===== config.mk =====
export PLATFORM = sky130hd
export DESIGN_NAME = ccr_engine
export DESIGN_NICKNAME = d
export VERILOG_FILES = /design/src/rtl/ccr_pkg.sv /design/src/rtl/ccr_imm_ctrl.sv /design/src/rtl/ccr_cmd_fetch.sv /design/src/rtl/ccr_rsp_store.sv /design/src/rtl/ccr_engine.sv
export SDC_FILE = /design/constraint.sdc
export NUM_CORES = 1
export LEC_CHECK = 0
export BUFFER_PORTS_ARGS = -buffer_cell sky130_fd_sc_hd__buf_2
export CAP_MARGIN = 30
export CELL_PAD_IN_SITES_DETAIL_PLACEMENT = 0
export CELL_PAD_IN_SITES_GLOBAL_PLACEMENT = 1
export CORE_AREA = 2 2 180 182
export CTS_CLUSTER_SIZE = 14
export DETAILED_ROUTE_END_ITERATION = 7
export DIE_AREA = 0 0 182 184
export GPL_TIMING_DRIVEN = 0
export PLACE_DENSITY_LB_ADDON = 0.1
export SKIP_LAST_GASP = 1
export SLEW_MARGIN = 20
export SYNTH_ARGS = -nofsm -noshare
export SYNTH_HDL_FRONTEND = slang
export SYNTH_SLANG_ARGS = --single-unit
export TNS_END_PERCENT = 50

===== constraint.sdc =====
create_clock -name clk -period 4.3 [get_ports clk]
set_input_delay 1.075 -clock clk [delete_from_list [all_inputs] [get_ports clk]]
set_output_delay 1.075 -clock clk [all_outputs]
set_load 0.005 [all_outputs]

===== src/rtl/ccr_pkg.sv =====
`timescale 1ns/1ps
// Shared constants for the codec command/response ring engine.
// Assumes 32-bit verbs and 32-bit register data.
package ccr_pkg;
    localparam int VERB_W       = 32;
    localparam int REG_W        = 32;
    localparam int REG_AW       = 4;
    localparam int INDIRECT_BIT = 27;
    localparam int WP_CLR_BIT   = 15;

    // Register indices
    localparam logic [REG_AW-1:0] RG_CMD_WP  = 4'd0;
    localparam logic [REG_AW-1:0] RG_CMD_RP  = 4'd1;
    localparam logic [REG_AW-1:0] RG_CMD_CTL = 4'd2;
    localparam logic [REG_AW-1:0] RG_RSP_WP  = 4'd3;
    localparam logic [REG_AW-1:0] RG_RSP_THR = 4'd4;
    localparam logic [REG_AW-1:0] RG_RSP_CTL = 4'd5;
    localparam logic [REG_AW-1:0] RG_RSP_STS = 4'd6;
    localparam logic [REG_AW-1:0] RG_IMM_CMD = 4'd7;
    localparam logic [REG_AW-1:0] RG_IMM_RSP = 4'd8;
    localparam logic [REG_AW-1:0] RG_IMM_STS = 4'd9;

    typedef enum logic [1:0] {
        FS_IDLE = 2'd0,
        FS_WAIT = 2'd1,
        FS_SEND = 2'd2
    } fetch_st_e;

    // True when a verb asks for the unsupported indirect node form.
    function automatic logic verb_is_indirect(input logic [VERB_W-1:0] v);
        return v[INDIRECT_BIT];
    endfunction
endpackage


===== src/rtl/ccr_imm_ctrl.sv =====
`timescale 1ns/1ps
// Immediate command status: busy/pending/valid flags, captured reply and codec address.
// Assumes a reply seen while busy belongs to the immediate command.
module ccr_imm_ctrl #(
    parameter int CAD_W = 4
) (
    input  logic                      clk,
    input  logic                      rst_n,
    input  logic                      arm,
    input  logic                      valid_clr,
    input  logic                      take,
    input  logic                      rsp_valid,
    input  logic [ccr_pkg::VERB_W-1:0] rsp_word,
    input  logic [CAD_W-1:0]          rsp_cad,
    output logic                      capture,
    output logic                      busy,
    output logic                      pending,
    output logic                      valid,
    output logic [CAD_W-1:0]          cad,
    output logic [ccr_pkg::VERB_W-1:0] word
);
    // Reply is captured whenever busy is set.
    assign capture = rsp_valid && busy;

    // Flag and capture registers; capture has final say.
    always_ff @(posedge clk) begin
        if (!rst_n) begin
            busy    <= 1'b0;
            pending <= 1'b0;
            valid   <= 1'b0;
            cad     <= '0;
            word    <= '0;
        end else begin
            if (take) pending <= 1'b0;
            if (arm) begin
                busy    <= 1'b1;
                pending <= 1'b1;
            end
            if (valid_clr) valid <= 1'b0;
            if (capture) begin
                busy    <= 1'b0;
                pending <= 1'b0;
                valid   <= 1'b1;
                cad     <= rsp_cad;
                word    <= rsp_word;
            end
        end
    end
endmodule


===== src/rtl/ccr_cmd_fetch.sv =====
`timescale 1ns/1ps
// Command side: read pointer, ring slot fetch and verb hand-off on valid/ready.
// Assumes ring memory returns read data one cycle after the request.
module ccr_cmd_fetch #(
    parameter int PTR_W = 8,
    parameter int AW    = 32
) (
    input  logic                       clk,
    input  logic                       rst_n,
    input  logic                       run,
    input  logic [PTR_W-1:0]           wp,
    input  logic                       fetch_ok,
    input  logic                       imm_pending,
    input  logic [ccr_pkg::VERB_W-1:0] imm_word,
    input  logic [AW-1:0]              ring_base,
    input  logic [ccr_pkg::VERB_W-1:0] mem_rdata,
    input  logic                       verb_ready,
    output logic [PTR_W-1:0]           rp,
    output logic                       imm_take,
    output logic                       mem_rd_en,
    output logic [AW-1:0]              mem_addr,
    output logic                       verb_valid,
    output logic [ccr_pkg::VERB_W-1:0] verb_data
);
    import ccr_pkg::*;

    fetch_st_e          st_q;
    logic [PTR_W-1:0]   rp_q;
    logic [PTR_W-1:0]   rp_nx;
    logic [VERB_W-1:0]  verb_q;

    assign rp_nx      = rp_q + 1'b1;
    assign rp         = rp_q;
    assign verb_valid = (st_q == FS_SEND);
    assign verb_data  = verb_q;
    assign mem_addr   = ring_base + (AW'(rp_nx) << 2);

    // Choose between the immediate verb and a ring fetch while idle.
    always_comb begin
        imm_take  = (st_q == FS_IDLE) && imm_pending;
        mem_rd_en = (st_q == FS_IDLE) && !imm_pending && run &&
                    (rp_q != wp) && fetch_ok;
    end

    // Sequencer: idle -> wait for slot data -> offer verb.
    always_ff @(posedge clk) begin
        if (!rst_n) begin
            st_q   <= FS_IDLE;
            rp_q   <= '0;
            verb_q <= '0;
        end else begin
            case (st_q)
                FS_IDLE: begin
                    if (imm_take) begin
                        if (!verb_is_indirect(imm_word)) begin
                            verb_q <= imm_word;
                            st_q   <= FS_SEND;
                        end
                    end else if (mem_rd_en) begin
                        rp_q <= rp_nx;
                        st_q <= FS_WAIT;
                    end
                end
                FS_WAIT: begin
                    if (verb_is_indirect(mem_rdata)) begin
                        st_q <= FS_IDLE;
                    end else begin
                        verb_q <= mem_rdata;
                        st_q   <= FS_SEND;
                    end
                end
                FS_SEND: begin
                    if (verb_ready) st_q <= FS_IDLE;
                end
                default: st_q <= FS_IDLE;
            endcase
        end
    end
endmodule


===== src/rtl/ccr_rsp_store.sv =====
`timescale 1ns/1ps
// Response side: write pointer, reply counter, interrupt flag and ring entry writes.
// Assumes the ring write port accepts one 64-bit entry per cycle.
module ccr_rsp_store #(
    parameter int PTR_W = 8,
    parameter int AW    = 32,
    parameter int CAD_W = 4
) (
    input  logic                         clk,
    input  logic                         rst_n,
    input  logic                         rsp_valid,
    input  logic [ccr_pkg::VERB_W-1:0]   rsp_word,
    input  logic [CAD_W-1:0]             rsp_cad,
    input  logic                         rsp_unsol,
    input  logic                         imm_capture,
    input  logic                         dma_en,
    input  logic                         irq_en,
    input  logic [PTR_W-1:0]             thresh,
    input  logic                         ring_empty,
    input  logic                         wp_clr,
    input  logic                         flag_clr,
    input  logic [AW-1:0]                ring_base,
    output logic [PTR_W-1:0]             wp,
    output logic [PTR_W-1:0]             cnt,
    output logic                         flag,
    output logic                         mem_wr_en,
    output logic [AW-1:0]                mem_addr,
    output logic [2*ccr_pkg::VERB_W-1:0] mem_wdata
);
    import ccr_pkg::*;

    logic [PTR_W-1:0]  wp_q;
    logic [PTR_W-1:0]  cnt_q;
    logic              flag_q;
    logic [PTR_W-1:0]  wp_nx;
    logic [PTR_W-1:0]  cnt_base;
    logic [PTR_W-1:0]  cnt_nx;
    logic              store;
    logic              raise;
    logic [VERB_W-1:0] ext_word;

    assign store     = rsp_valid && !imm_capture && dma_en;
    assign wp_nx     = wp_q + 1'b1;
    assign cnt_base  = (flag_clr && flag_q) ? '0 : cnt_q;
    assign cnt_nx    = cnt_base + 1'b1;
    assign raise     = store && irq_en && ((cnt_nx == thresh) || ring_empty);
    assign ext_word  = VERB_W'({rsp_unsol, rsp_cad});

    assign mem_wr_en = store;
    assign mem_addr  = ring_base + (AW'(wp_nx) << 3);
    assign mem_wdata = {ext_word, rsp_word};
    assign wp        = wp_q;
    assign cnt       = cnt_q;
    assign flag      = flag_q;

    // Pointer, counter and flag update; a flag set beats a same-cycle clear.
    always_ff @(posedge clk) begin
        if (!rst_n) begin
            wp_q   <= '0;
            cnt_q  <= '0;
            flag_q <= 1'b0;
        end else begin
            if (wp_clr)     wp_q <= '0;
            else if (store) wp_q <= wp_nx;
            cnt_q <= store ? cnt_nx : cnt_base;
            if (raise)         flag_q <= 1'b1;
            else if (flag_clr) flag_q <= 1'b0;
        end
    end
endmodule


===== src/rtl/ccr_engine.sv =====
`timescale 1ns/1ps
// Top of the codec command/response ring engine: owns the software registers
// and wires the fetch, reply-store and immediate units together.
// Assumes one register write per cycle and a combinational register read.
module ccr_engine #(
    parameter int PTR_W = 8,
    parameter int AW    = 32,
    parameter int CAD_W = 4
) (
    input  logic                          clk,
    input  logic                          rst_n,
    input  logic                          reg_wr_en,
    input  logic [ccr_pkg::REG_AW-1:0]    reg_addr,
    input  logic [ccr_pkg::REG_W-1:0]     reg_wdata,
    input  logic [ccr_pkg::REG_AW-1:0]    reg_rd_addr,
    output logic [ccr_pkg::REG_W-1:0]     reg_rdata,
    input  logic [AW-1:0]                 cmd_ring_base,
    input  logic [AW-1:0]                 rsp_ring_base,
    output logic                          cmd_mem_rd_en,
    output logic [AW-1:0]                 cmd_mem_addr,
    input  logic [ccr_pkg::VERB_W-1:0]    cmd_mem_rdata,
    output logic                          rsp_mem_wr_en,
    output logic [AW-1:0]                 rsp_mem_addr,
    output logic [2*ccr_pkg::VERB_W-1:0]  rsp_mem_wdata,
    output logic                          verb_valid,
    input  logic                          verb_ready,
    output logic [ccr_pkg::VERB_W-1:0]    verb_data,
    input  logic                          rsp_valid,
    input  logic [ccr_pkg::VERB_W-1:0]    rsp_word,
    input  logic [CAD_W-1:0]              rsp_cad,
    input  logic                          rsp_unsol,
    output logic                          rsp_irq
);
    import ccr_pkg::*;

    logic [PTR_W-1:0]  cmd_wp_q;
    logic              cmd_run_q;
    logic [PTR_W-1:0]  thr_q;
    logic              irq_en_q;
    logic              dma_en_q;
    logic [VERB_W-1:0] imm_cmd_q;

    logic [PTR_W-1:0]  cmd_rp;
    logic [PTR_W-1:0]  rsp_wp;
    logic [PTR_W-1:0]  rsp_cnt;
    logic              irq_flag;
    logic              imm_take;
    logic              imm_capture;
    logic              imm_busy;
    logic              imm_pending;
    logic              imm_valid;
    logic [CAD_W-1:0]  imm_cad;
    logic [VERB_W-1:0] imm_rsp;

    logic              wp_clr;
    logic              flag_clr;
    logic              imm_arm;
    logic              imm_vclr;

    // Write strobes that act on unit state rather than on a stored field.
    assign wp_clr   = reg_wr_en && (reg_addr == RG_RSP_WP)  && reg_wdata[WP_CLR_BIT];
    assign flag_clr = reg_wr_en && (reg_addr == RG_RSP_STS) && reg_wdata[0];
    assign imm_arm  = reg_wr_en && (reg_addr == RG_IMM_STS) && reg_wdata[0];
    assign imm_vclr = reg_wr_en && (reg_addr == RG_IMM_STS) && reg_wdata[1];
    assign rsp_irq  = irq_flag;

    // Software-owned control fields.
    always_ff @(posedge clk) begin
        if (!rst_n) begin
            cmd_wp_q  <= '0;
            cmd_run_q <= 1'b0;
            thr_q     <= '0;
            irq_en_q  <= 1'b0;
            dma_en_q  <= 1'b0;
            imm_cmd_q <= '0;
        end else if (reg_wr_en) begin
            case (reg_addr)
                RG_CMD_WP:  cmd_wp_q  <= reg_wdata[PTR_W-1:0];
                RG_CMD_CTL: cmd_run_q <= reg_wdata[0];
                RG_RSP_THR: thr_q     <= reg_wdata[PTR_W-1:0];
                RG_RSP_CTL: begin
                    irq_en_q <= reg_wdata[0];
                    dma_en_q <= reg_wdata[1];
                end
                RG_IMM_CMD: imm_cmd_q <= reg_wdata;
                default: ;
            endcase
        end
    end

    // Register read-back.
    always_comb begin
        reg_rdata = '0;
        case (reg_rd_addr)
            RG_CMD_WP:  reg_rdata[PTR_W-1:0] = cmd_wp_q;
            RG_CMD_RP:  reg_rdata[PTR_W-1:0] = cmd_rp;
            RG_CMD_CTL: reg_rdata[0]         = cmd_run_q;
            RG_RSP_WP:  reg_rdata[PTR_W-1:0] = rsp_wp;
            RG_RSP_THR: reg_rdata[PTR_W-1:0] = thr_q;
            RG_RSP_CTL: reg_rdata[1:0]       = {dma_en_q, irq_en_q};
            RG_RSP_STS: reg_rdata[0]         = irq_flag;
            RG_IMM_CMD: reg_rdata            = imm_cmd_q;
            RG_IMM_RSP: reg_rdata            = imm_rsp;
            RG_IMM_STS: begin
                reg_rdata[CAD_W+3:4] = imm_cad;
                reg_rdata[1]         = imm_valid;
                reg_rdata[0]         = imm_busy;
            end
            default: ;
        endcase
    end

    ccr_cmd_fetch #(.PTR_W(PTR_W), .AW(AW)) u_fetch (
        .clk         (clk),
        .rst_n       (rst_n),
        .run         (cmd_run_q),
        .wp          (cmd_wp_q),
        .fetch_ok    (rsp_cnt != thr_q),
        .imm_pending (imm_pending),
        .imm_word    (imm_cmd_q),
        .ring_base   (cmd_ring_base),
        .mem_rdata   (cmd_mem_rdata),
        .verb_ready  (verb_ready),
        .rp          (cmd_rp),
        .imm_take    (imm_take),
        .mem_rd_en   (cmd_mem_rd_en),
        .mem_addr    (cmd_mem_addr),
        .verb_valid  (verb_valid),
        .verb_data   (verb_data)
    );

    ccr_imm_ctrl #(.CAD_W(CAD_W)) u_imm (
        .clk       (clk),
        .rst_n     (rst_n),
        .arm       (imm_arm),
        .valid_clr (imm_vclr),
        .take      (imm_take),
        .rsp_valid (rsp_valid),
        .rsp_word  (rsp_word),
        .rsp_cad   (rsp_cad),
        .capture   (imm_capture),
        .busy      (imm_busy),
        .pending   (imm_pending),
        .valid     (imm_valid),
        .cad       (imm_cad),
        .word      (imm_rsp)
    );

    ccr_rsp_store #(.PTR_W(PTR_W), .AW(AW), .CAD_W(CAD_W)) u_rsp (
        .clk         (clk),
        .rst_n       (rst_n),
        .rsp_valid   (rsp_valid),
        .rsp_word    (rsp_word),
        .rsp_cad     (rsp_cad),
        .rsp_unsol   (rsp_unsol),
        .imm_capture (imm_capture),
        .dma_en      (dma_en_q),
        .irq_en      (irq_en_q),
        .thresh      (thr_q),
        .ring_empty  (cmd_rp == cmd_wp_q),
        .wp_clr      (wp_clr),
        .flag_clr    (flag_clr),
        .ring_base   (rsp_ring_base),
        .wp          (rsp_wp),
        .cnt         (rsp_cnt),
        .flag        (irq_flag),
        .mem_wr_en   (rsp_mem_wr_en),
        .mem_addr    (rsp_mem_addr),
        .mem_wdata   (rsp_mem_wdata)
    );
endmodule


==> impl_metrics.csv, run 1 <==
group,metric,value,unit
outcome,status,"finished, final reports clean",
synthesis,synth_area,9290,µm²
detailed_routing,via_per_inst,4.63,
detailed_routing,drt_iter0_drc,342,
worst_setup_path,cp_max_fo,10,
pwr,power,3.50,mW
global_routing,grt_usage,19.3,%
worst_setup_path,crit_family,"adder cells",
detailed_routing,vias,9068,
cells_and_area,drive_gt1_share,31.9,%
floorplanning,initial_core_util,29.6,%
synthesis,ys.flop_type,"dfxtp_1",
global_routing,grt_pass1_wl,49900,µm
pwr,peakVddDrop,0.000205,V
clock_network,cts_sinks,148,
worst_setup_path,crit_required,3.22,ns
cells_and_area,nets,1736,
cells_and_area,fin_area,12400,µm²
timing,hold_viol_final,0,
synthesis,synth.ff_latch_count,148,
timing,finalCriticalPeriod,4.15,ns
synthesis,synth_enable_flop_cells,0,
placed_design,detailedPlacementHpwl,26200,µm
worst_setup_path,worstSetupPathType,"in -> out",
global_routing,overflow,0,
detailed_routing,first_pass_iters,5,
floorplanning,die_w,182,µm
detailed_routing,ant_nets,0,
cells_and_area,area_growth,33.3,%
clock_network,cts_tree,"done",
floorplanning,die-height,184,µm
clock_network,clockRootBuffer,"clkbuf_16",
global_routing,antenna_found_initial,6,
detailed_routing,postRouteWirelength,33300,µm
worst_setup_path,slowest_stage,"fa_1",
timing,fin_crit_sh,96.4,%
synthesis,yosys.cell_types.count,62,
clock_network,clk_latency,0.43,ns
floorplanning,pin_count,374,
global_routing,grt_pass1_vias,8798,
clock_network,cts.path.max_buffers,2,
clock_network,clk_pin_slew,0.08,ns
timing,worst_pin_slew,0.762,ns
pwr,power_per_cell_area,282,nW/µm²
clock_network,cts_max_level,4,
timing,maxClockFrequency,0.241,GHz
synthesis,syn_area_per_cell,8.05,µm²
clock_network,ctsHoldBuffers,0,
floorplanning,coreArea,31400,µm²
placed_design,dpl_cell_area,11600,µm²
timing,rsz0062_at_grt,"true",
worst_setup_path,end_kind,"primary output",
floorplanning,die-area,33500,µm²
timing,fin_skew,0.0129,ns
cells_and_area,num-fill-cells,3350,
worst_setup_path,critical_path_arrival,3.07,ns
global_routing,grt_max_degree,17,
detailed_routing,routedWlPerCell,17.0,µm
worst_setup_path,path_common_cell,"buf_2",
timing,finalSetupViolations,0,
synthesis,ys_warn_count,0,
worst_setup_path,path_cells,"buf_2 > ha_1 > fa_1 > a21o_1 > a21oi_1 > o21ai_0 > nor2b_2 > buf_6 > nand3_1 > xnor2_1 > buf_2",
synthesis,synth-seq-area-share,31.9,%
synthesis,synthCells,1154,
pwr,power_leakage,5.84,nW
placed_design,gp_congestion,0.838,
synthesis,synthArstFlopShare,0,%
flow_run,drv_cap,0,
placed_design,io_buffer_count,336,
worst_setup_path,cp-start-kind,"input port",
timing,slew-limit-headroom,49.2,%
worst_setup_path,cp_slowest_stage_delay,0.41,ns
timing,slew_viol_final,0,
worst_setup_path,critPathBufInv,3,
clock_network,cts_buffers,17,
floorplanning,row_count,65,
detailed_routing,drc,0,
hold_path,hold_class,"reg -> reg",
[routing by layer]
layer | up-vias | GRT usage [%] | share of wire (%)
li1 | 4644 | - | -
met1 | 4151 | 24.2 | 45
met2 | 256 | 33.7 | 49
met3 | 15 | 4.44 | 5.6
met4 | 2 | 4.16 | 0.74
met5 | - | 0 | 0.039
[synthesized netlist by cell type, types with 31 or more instances]
cell / number / area [µm²]
xnor2_1: 58 / 508
nand3_1: 50 / 250
o211a_1: 31 / 310
clkbuf_1: 52 / 195
xor2_1: 46 / 403
mux2i_1: 49 / 490
dfxtp_1: 148 / 2960
nand2_1: 232 / 871
a21oi_1: 32 / 160
a21boi_0: 80 / 601
buf_4: 72 / 541
nor2_1: 44 / 165
[stage by stage]
step / TNS, ns / setup slack, ns / utilization [%] / hold WS, ns / std cells
after floorplan: 0 / 0.502 / - / 0.441 / 1181
after global placement: -0.841 / -0.0637 / 36.9 / 0.452 / 1919
after detailed placement: -0.452 / -0.0417 / 36.9 / 0.459 / 1919
after CTS: -0.339 / -0.0509 / 39.1 / 0.469 / 1952
after global routing: -0.0812 / -0.0520 / 39.4 / 0.485 / 1954
final: 0 / 0.154 / 39.5 / 0.465 / 1958
[cell usage in the layout, fill, tap and decap left out, types with 17 or more instances in the layout]
cell	Yosys	final
a21boi_0	80	80
clkbuf_1	52	49
o21ai_0	24	24
buf_4	72	74
o211a_1	31	31
inv_1	20	20
conb_1	1	28
dfxtp_1	148	143
nor2_1	44	44
and3_1	17	17
xnor2_1	58	57
nand2_1	232	232
clkbuf_16	0	17
buf_2	14	350
mux2i_1	49	49
xor2_1	46	46
a21oi_1	32	28
a22o_1	27	27
nand3_1	50	49
[flip-flops by register name, indices dropped and copies added, names as in the netlist]
name,cells
imm_cmd_q,32
u_rsp.wp,8
u_fetch.st_q,2
u_rsp.flag,1
irq_en_q,1
dma_en_q,1
thr_q,8
u_imm.busy,1
cmd_wp_q,8
u_imm.word,32
u_fetch.rp,8
cmd_run_q,1
u_imm.cad,4
u_imm.pending,1
u_imm.valid,1
u_rsp.cnt,8
u_fetch.verb_data,31
[tightest hold or removal path, cell delays in order, from the launching register on]
cell      delay (ns)
dfxtp_1         0.31
nand2_1         0.05
a21boi_0        0.06
[kinds of logic after synthesis]
kind of cell	share of synthesized area, %
compound gates	18.6
simple gates	21.4
mux	5.76
xor+xnor	9.80
buf+inv	9.69
fa+ha+maj	2.85
other cells	0.0403
flops	31.9
[repair_timing]
| action | CTS | global route |
|---|---|---|
| gates resized for setup | 11 | 25 |
| pin swaps | 0 | 3 |
| setup endpoints to repair | 50 | 51 |
| hold endpoints to repair | 0 | 0 |
| buffers inserted | 0 | 1 |
| gates cloned | 1 | 0 |
[where the power goes]
part / internal [mW] / switching (mW) / leakage (nW)
logic: 0.198 / 0.202 / 4.32
registers: 1.38 / 0.00971 / 1.20
clock network: 1.01 / 0.705 / 0.324
total: 2.58 / 0.916 / 5.84
[cell type report]
cell class | count | area, µm² | area share (%)
timing repair buffer | 337 | 1690 | 13.6
antenna | 5 | 12.5 | 0.101
tap | 402 | 503 | 4.06
multi-input combinational | 871 | 5640 | 45.5
sequential | 148 | 2970 | 24.0
clock inverter | 15 | 234 | 1.89
inverter | 20 | 75.1 | 0.606
clock buffer | 17 | 425 | 3.43
buffer | 143 | 840 | 6.78
[path summary, 6_finish.rpt]
path | startpoint | to | cells past startpoint | slack, ns
setup / recovery | cmd_ring_base[2] | cmd_mem_addr[16] | 11 | 0.15
hold / removal | u_imm.word[17] | u_imm.word[17] | 2 | 0.47
setup reg to reg | u_fetch.st_q[0] | u_fetch.verb_data[1] | 5 | 2.21
hold reg to reg | u_imm.word[17] | u_imm.word[17] | 2 | 0.47
No activity file was read; power rests on OpenSTA's default activity.
==> run 2: changes to the inputs <==
==> constraint.sdc (replaced) <==
create_clock -name clk -period 4.3 [get_ports clk]
set_input_delay 0.86 -clock clk [delete_from_list [all_inputs] [get_ports clk]]
set_output_delay 0.86 -clock clk [all_outputs]
set_load 0.005 [all_outputs]
==> run 2 against run 1 <==
Effect of this change:
- via count about the same
- die area stayed put
- register-to-register slack is essentially flat
- largest power group unchanged
- largest cell class unchanged
==> impl_metrics.csv, run 2 (synthesized netlist as in run 1, its figures left out) <==
group,metric,value,unit
detailed_routing,drt_iter0_drc,360,
timing,fin_skew,0.0129,ns
timing,layout_setup_ws,0.201,ns
clock_network,cts_sinks,148,
worst_setup_path,end_kind,"primary output",
cells_and_area,final_common_cell,"buf_2",
worst_setup_path,slowest_stage,"dfxtp_1",
worst_setup_path,path_cells,"ha_1 > nand3_1 > or2_2 > xnor2_1 > ha_1 > or2_2 > a21oi_1 > a21oi_1 > o21ai_2 > nand3b_1 > xnor2_1 > buf_2",
clock_network,cts.path.max_buffers,2,
hold_path,min_to,"u_imm.word[17]",
placed_design,gp_congestion,0.838,
placed_design,post-place-ws,0.305,ns
placed_design,io_buffer_count,336,
detailed_routing,via_per_inst,4.63,
pwr,peakVddDrop,0.000206,V
timing,whs,0.465,ns
detailed_routing,first_pass_iters,4,
worst_setup_path,r2r_cells,5,
global_routing,grt_max_degree,17,
timing,rsz0062_at_grt,"true",
timing,maxClockFrequency,0.244,GHz
pwr,power_leakage,5.81,nW
floorplanning,row_count,65,
clock_network,clockRootBuffer,"clkbuf_16",
timing,finalCriticalPeriod,4.10,ns
cells_and_area,num-fill-cells,3359,
timing,fin_tns_setup,0,ns
worst_setup_path,r2r-end,"u_fetch.verb_data[1]",
hold_path,worstHoldStart,"u_imm.word[17]",
clock_network,cts_tree,"done",
global_routing,grt_pass1_wl,49800,µm
flow_run,drv_cap,0,
worst_setup_path,cp_max_fo,10,
clock_network,cts_max_level,4,
timing,slew_viol_final,0,
detailed_routing,drc,0,
cells_and_area,fin_util,39.1,%
clock_network,post_cts.repair.setup_buffers,0,
cells_and_area,drive_gt1_share,30.8,%
worst_setup_path,critical_path_arrival,3.24,ns
clock_network,clk_pin_slew,0.08,ns
floorplanning,die_w,182,µm
floorplanning,die-height,184,µm
worst_setup_path,crit_required,3.44,ns
floorplanning,pin_count,374,
cells_and_area,multi_input_area,5550,µm²
floorplanning,initial_core_util,29.6,%
detailed_routing,routedWlPerCell,17.0,µm
clock_network,ctsHoldBuffers,0,
floorplanning,die-area,33500,µm²
timing,finalSetupViolations,0,
worst_setup_path,regToRegStartpoint,"u_fetch.st_q[0]",
cells_and_area,final_cell_mix,"buf_2 (351), nand2_1 (232), dfxtp_1 (145)",
worst_setup_path,r2r_setup_slack,2.21,ns
global_routing,grt_pass1_vias,8798,
global_routing,antenna_found_initial,6,
cells_and_area,area_growth,32.1,%
hold_path,hold_class,"reg -> reg",
hold_path,whs_path_depth,2,
cells_and_area,nets,1734,
global_routing,overflow,0,
placed_design,detailedPlacementHpwl,26200,µm
timing,worst_pin_slew,0.746,ns
global_routing,grt_usage,19.2,%
outcome,status,"finished, final reports clean",
detailed_routing,postRouteWirelength,33200,µm
timing,slew-limit-headroom,50.3,%
clock_network,clk_latency,0.43,ns
timing,hold_viol_final,0,
worst_setup_path,worstSetupPathType,"reg -> out",
clock_network,cts_buffers,17,
timing,fin_crit_sh,95.3,%
detailed_routing,vias,9062,
pwr,power_per_cell_area,285,nW/µm²
detailed_routing,ant_nets,0,
floorplanning,coreArea,31400,µm²
worst_setup_path,cp_slowest_stage_delay,0.39,ns
cells_and_area,regArea,2970,µm²
worst_setup_path,cp-start-kind,"register",
pwr,power,3.50,mW
[run 2: cell count changes in the layout (fill, tap and decap cells not counted), sizes merged]
cell / change
buf: -2
clkbuf: +1
o21ai: -1
[run 2: metal layers]
layer | global-route usage (%) | wire length [µm] | vias up
met5 | 0 | 13 | -
met4 | 4.16 | 249 | 2
met3 | 4.44 | 1790 | 17
met2 | 33.5 | 16100 | 238
met1 | 24.1 | 15000 | 4172
li1 | - | - | 4633
[run 2: worst max path at each step]
stage                  startpoint          endpoint  slack [ns]
finish                u_rsp.wp[1]  rsp_mem_addr[22]        0.20
global route          u_rsp.wp[1]  rsp_mem_addr[22]      -0.004
CTS                 u_fetch.rp[1]  cmd_mem_addr[30]       -0.01
detailed placement  u_fetch.rp[0]  cmd_mem_addr[31]        0.31
global placement    u_fetch.rp[1]  cmd_mem_addr[31]        0.29
floorplan             u_rsp.wp[0]  rsp_mem_addr[20]        0.92
[run 2: power by group]
group / internal (mW) / leakage [nW] / switching, mW / total (mW)
combinational: 0.196 / 4.29 / 0.200 / 0.396
sequential: 1.38 / 1.19 / 0.00977 / 1.39
clock: 1.01 / 0.324 / 0.706 / 1.71
total: 2.58 / 5.81 / 0.915 / 3.50
[run 2: worst max-delay path, delay by kind of cell (launching register included)]
kind | cells | cell delay, ns
AND/OR/NAND/NOR | 4 | 1.00
adder cells (fa/ha/maj) | 2 | 0.54
AO/OA/AOI/OAI | 3 | 0.48
flip-flops | 1 | 0.39
XOR/XNOR | 2 | 0.27
buffers and inverters | 1 | 0.13
[run 2: metrics by stage]
| step | area, µm² | instances |
|---|---|---|
| 2_1_floorplan | 9400 | 1181 |
| 3_3_place_gp | 11600 | 1919 |
| 3_5_place_dp | 11600 | 1919 |
| 4_1_cts | 12200 | 1951 |
| 5_1_grt | 12300 | 1952 |
| 6_report | 12300 | 1956 |
[run 2: cell type report]
class	count	share of cell area [%]
Multi-Input combinational cell	870	45.2
Sequential cell	148	24.2
Timing Repair Buffer	336	13.7
Buffer	143	6.75
Tap cell	402	4.10
Clock buffer	17	3.47
Clock inverter	15	1.91
Inverter	20	0.611
Antenna cell	5	0.102
[run 2: repair_timing]
item	in CTS	in global routing
pin swaps	0	0
cloned	0	0
setup endpoints to repair	20	39
gates resized for setup	2	9
==> run 3: changes to the inputs <==
- clock period: 4.3 -> 3.5 ns (I/O delays scaled with it)
==> run 3 against run 2 <==
Effect of this change:
- the flow now finishes with violations (setup timing)
- clock power increased by 23%
- hold slack about the same
- first-iteration DRC count decreased by 15%
- largest cell class unchanged
- cell count increased by 1.3%
- via count increased by 1.5%
- critical endpoint unchanged
==> impl_metrics.csv, run 3 (synthesized netlist as in run 1, its figures left out) <==
group,metric,value,unit
floorplanning,coreArea,31400,µm²
detailed_routing,routedWlPerCell,17.3,µm
global_routing,grt_usage,19.7,%
floorplanning,die-height,184,µm
detailed_routing,first_pass_iters,5,
floorplanning,die_w,182,µm
detailed_routing,ant_nets,0,
worst_setup_path,crit_family,"simple AND/OR/NAND/NOR gates",
outcome,status,"finished, violations left",
global_routing,grt_pass1_vias,9013,
cells_and_area,fin_util,41.3,%
global_routing,grt_pass1_wl,51000,µm
detailed_routing,drt_iter0_drc,307,
detailed_routing,drc,0,
clock_network,cts_tree,"done",
clock_network,cts_sinks,148,
cells_and_area,fin_cells,1982,
clock_network,clk_pin_slew,0.08,ns
worst_setup_path,end_kind,"primary output",
cells_and_area,regArea,2990,µm²
worst_setup_path,startpoint,"u_rsp.wp[0]",
timing,slew-limit-headroom,39.2,%
cells_and_area,num-fill-cells,3300,
clock_network,cts_max_level,4,
timing,finalSetupViolations,1,
global_routing,grt_max_degree,17,
clock_network,ctsHoldBuffers,0,
timing,rsz0062_at_grt,"true",
flow_run,drv_cap,0,
detailed_routing,vias,9201,
placed_design,placed_cells,1919,
floorplanning,die-area,33500,µm²
pwr,peakVddDrop,0.000253,V
placed_design,gp_congestion,0.838,
clock_network,cts_buffers,17,
hold_path,whs_path_depth,2,
worst_setup_path,worstSetupPathType,"reg -> out",
floorplanning,row_count,65,
detailed_routing,postRouteWirelength,34200,µm
worst_setup_path,cp-start-kind,"register",
worst_setup_path,path_cells,"ha_4 > nand3_4 > or2_4 > xnor2_4 > ha_4 > or2_4 > a21oi_4 > a21oi_4 > o21ai_4 > nand3b_1 > xnor2_1 > buf_2",
global_routing,overflow,0,
worst_setup_path,cp_max_fo,5,
worst_setup_path,slowest_stage,"dfxtp_4",
cells_and_area,final_cell_mix,"buf_2 (349), nand2_1 (227), dfxtp_1 (140)",
hold_path,worstHoldStart,"u_imm.word[17]",
pwr,power_leakage,6.02,nW
cells_and_area,fin_area,13000,µm²
cells_and_area,final_common_cell,"buf_2",
worst_setup_path,r2r-end,"u_fetch.verb_data[1]",
floorplanning,initial_core_util,29.6,%
timing,layout_setup_ws,-0.000169,ns
timing,hold_viol_final,0,
cells_and_area,area_growth,39.4,%
global_routing,antenna_found_initial,6,
clock_network,clockRootBuffer,"clkbuf_16",
worst_setup_path,cp_slowest_stage_delay,0.39,ns
cells_and_area,nets,1760,
placed_design,io_buffer_count,336,
worst_setup_path,r2r_cells,5,
cells_and_area,drive_gt1_share,35.5,%
timing,fin_skew,0.0125,ns
worst_setup_path,crit_required,2.80,ns
cells_and_area,multi_input_area,5960,µm²
hold_path,min_to,"u_imm.word[17]",
timing,slew_viol_final,0,
placed_design,detailedPlacementHpwl,26200,µm
timing,finalCriticalPeriod,3.50,ns
outcome,violations,"setup timing",
hold_path,hold_class,"reg -> reg",
worst_setup_path,r2r_setup_slack,1.41,ns
timing,worst_pin_slew,0.903,ns
clock_network,clk_latency,0.44,ns
worst_setup_path,critical_path_arrival,2.80,ns
worst_setup_path,regToRegStartpoint,"u_fetch.st_q[0]",
clock_network,cts.path.max_buffers,2,
timing,fin_crit_sh,100,%
detailed_routing,via_per_inst,4.64,
placed_design,dpl_cell_area,11600,µm²
pwr,power_per_cell_area,333,nW/µm²
pwr,power,4.31,mW
timing,fin_tns_setup,-0.000169,ns
worst_setup_path,critPathBufInv,1,
floorplanning,pin_count,374,
timing,maxClockFrequency,0.286,GHz
==> run 3: final cells by class <==
| type | count | share of cell area [%] |
|---|---|---|
| diodes | 5 | 0.0966 |
| plain buffers | 141 | 6.53 |
| clock buffers | 17 | 3.28 |
| clock inverters | 15 | 1.81 |
| inverters | 20 | 0.580 |
| multi-input cells | 871 | 46.0 |
| flip-flops and latches | 148 | 23.1 |
| well taps | 402 | 3.88 |
| repair buffers | 363 | 14.7 |
==> run 3: what timing repair did <==
item,CTS,global route
pin swaps,16,32
buffers inserted,16,9
endpoints found under the hold margin,0,0
resized for setup,83,29
gates cloned,3,0
endpoints found under the setup margin,54,43
==> run 3: per-layer routing <==
layer	vias to the layer above	global-route usage (%)	wire (µm)
li1	4688	-	-
met1	4252	24.5	15100
met2	241	34.8	16900
met3	18	4.44	1850
met4	2	4.16	268
met5	-	0	13
==> run 3: how the worst max path moves through the flow <==
stage	slack [ns]	cells after the start	endpoint
3_3_place_gp	-0.35	12	cmd_mem_addr[31]
3_5_place_dp	-0.33	12	cmd_mem_addr[31]
6_report	-0.0002	12	rsp_mem_addr[22]
2_1_floorplan	0.28	11	rsp_mem_addr[20]
5_1_grt	-0.12	8	cmd_mem_addr[31]
4_1_cts	-0.007	12	cmd_mem_addr[31]
==> run 3: report_power, final <==
group	switching, mW	internal [mW]	total [mW]
Combinational	0.255	0.252	0.507
Clock	0.868	1.23	2.10
Sequential	0.0120	1.69	1.70
==> run 3: worst min-delay path, delay by kind of cell (launching register included) <==
| kind | cells | cell delay, ns |
|---|---|---|
| AOI/OAI and AO/OA | 1 | 0.06 |
| DFF | 1 | 0.31 |
| and+or+nand+nor | 1 | 0.05 |
==> run 3: metrics by stage <==
stage          setup slack (ns)  hold WS, ns
2_1_floorplan             0.276        0.441
3_3_place_gp             -0.346        0.452
3_5_place_dp             -0.335        0.459
4_1_cts                -0.00702        0.469
5_1_grt                  -0.120        0.485
6_report              -0.000169        0.465
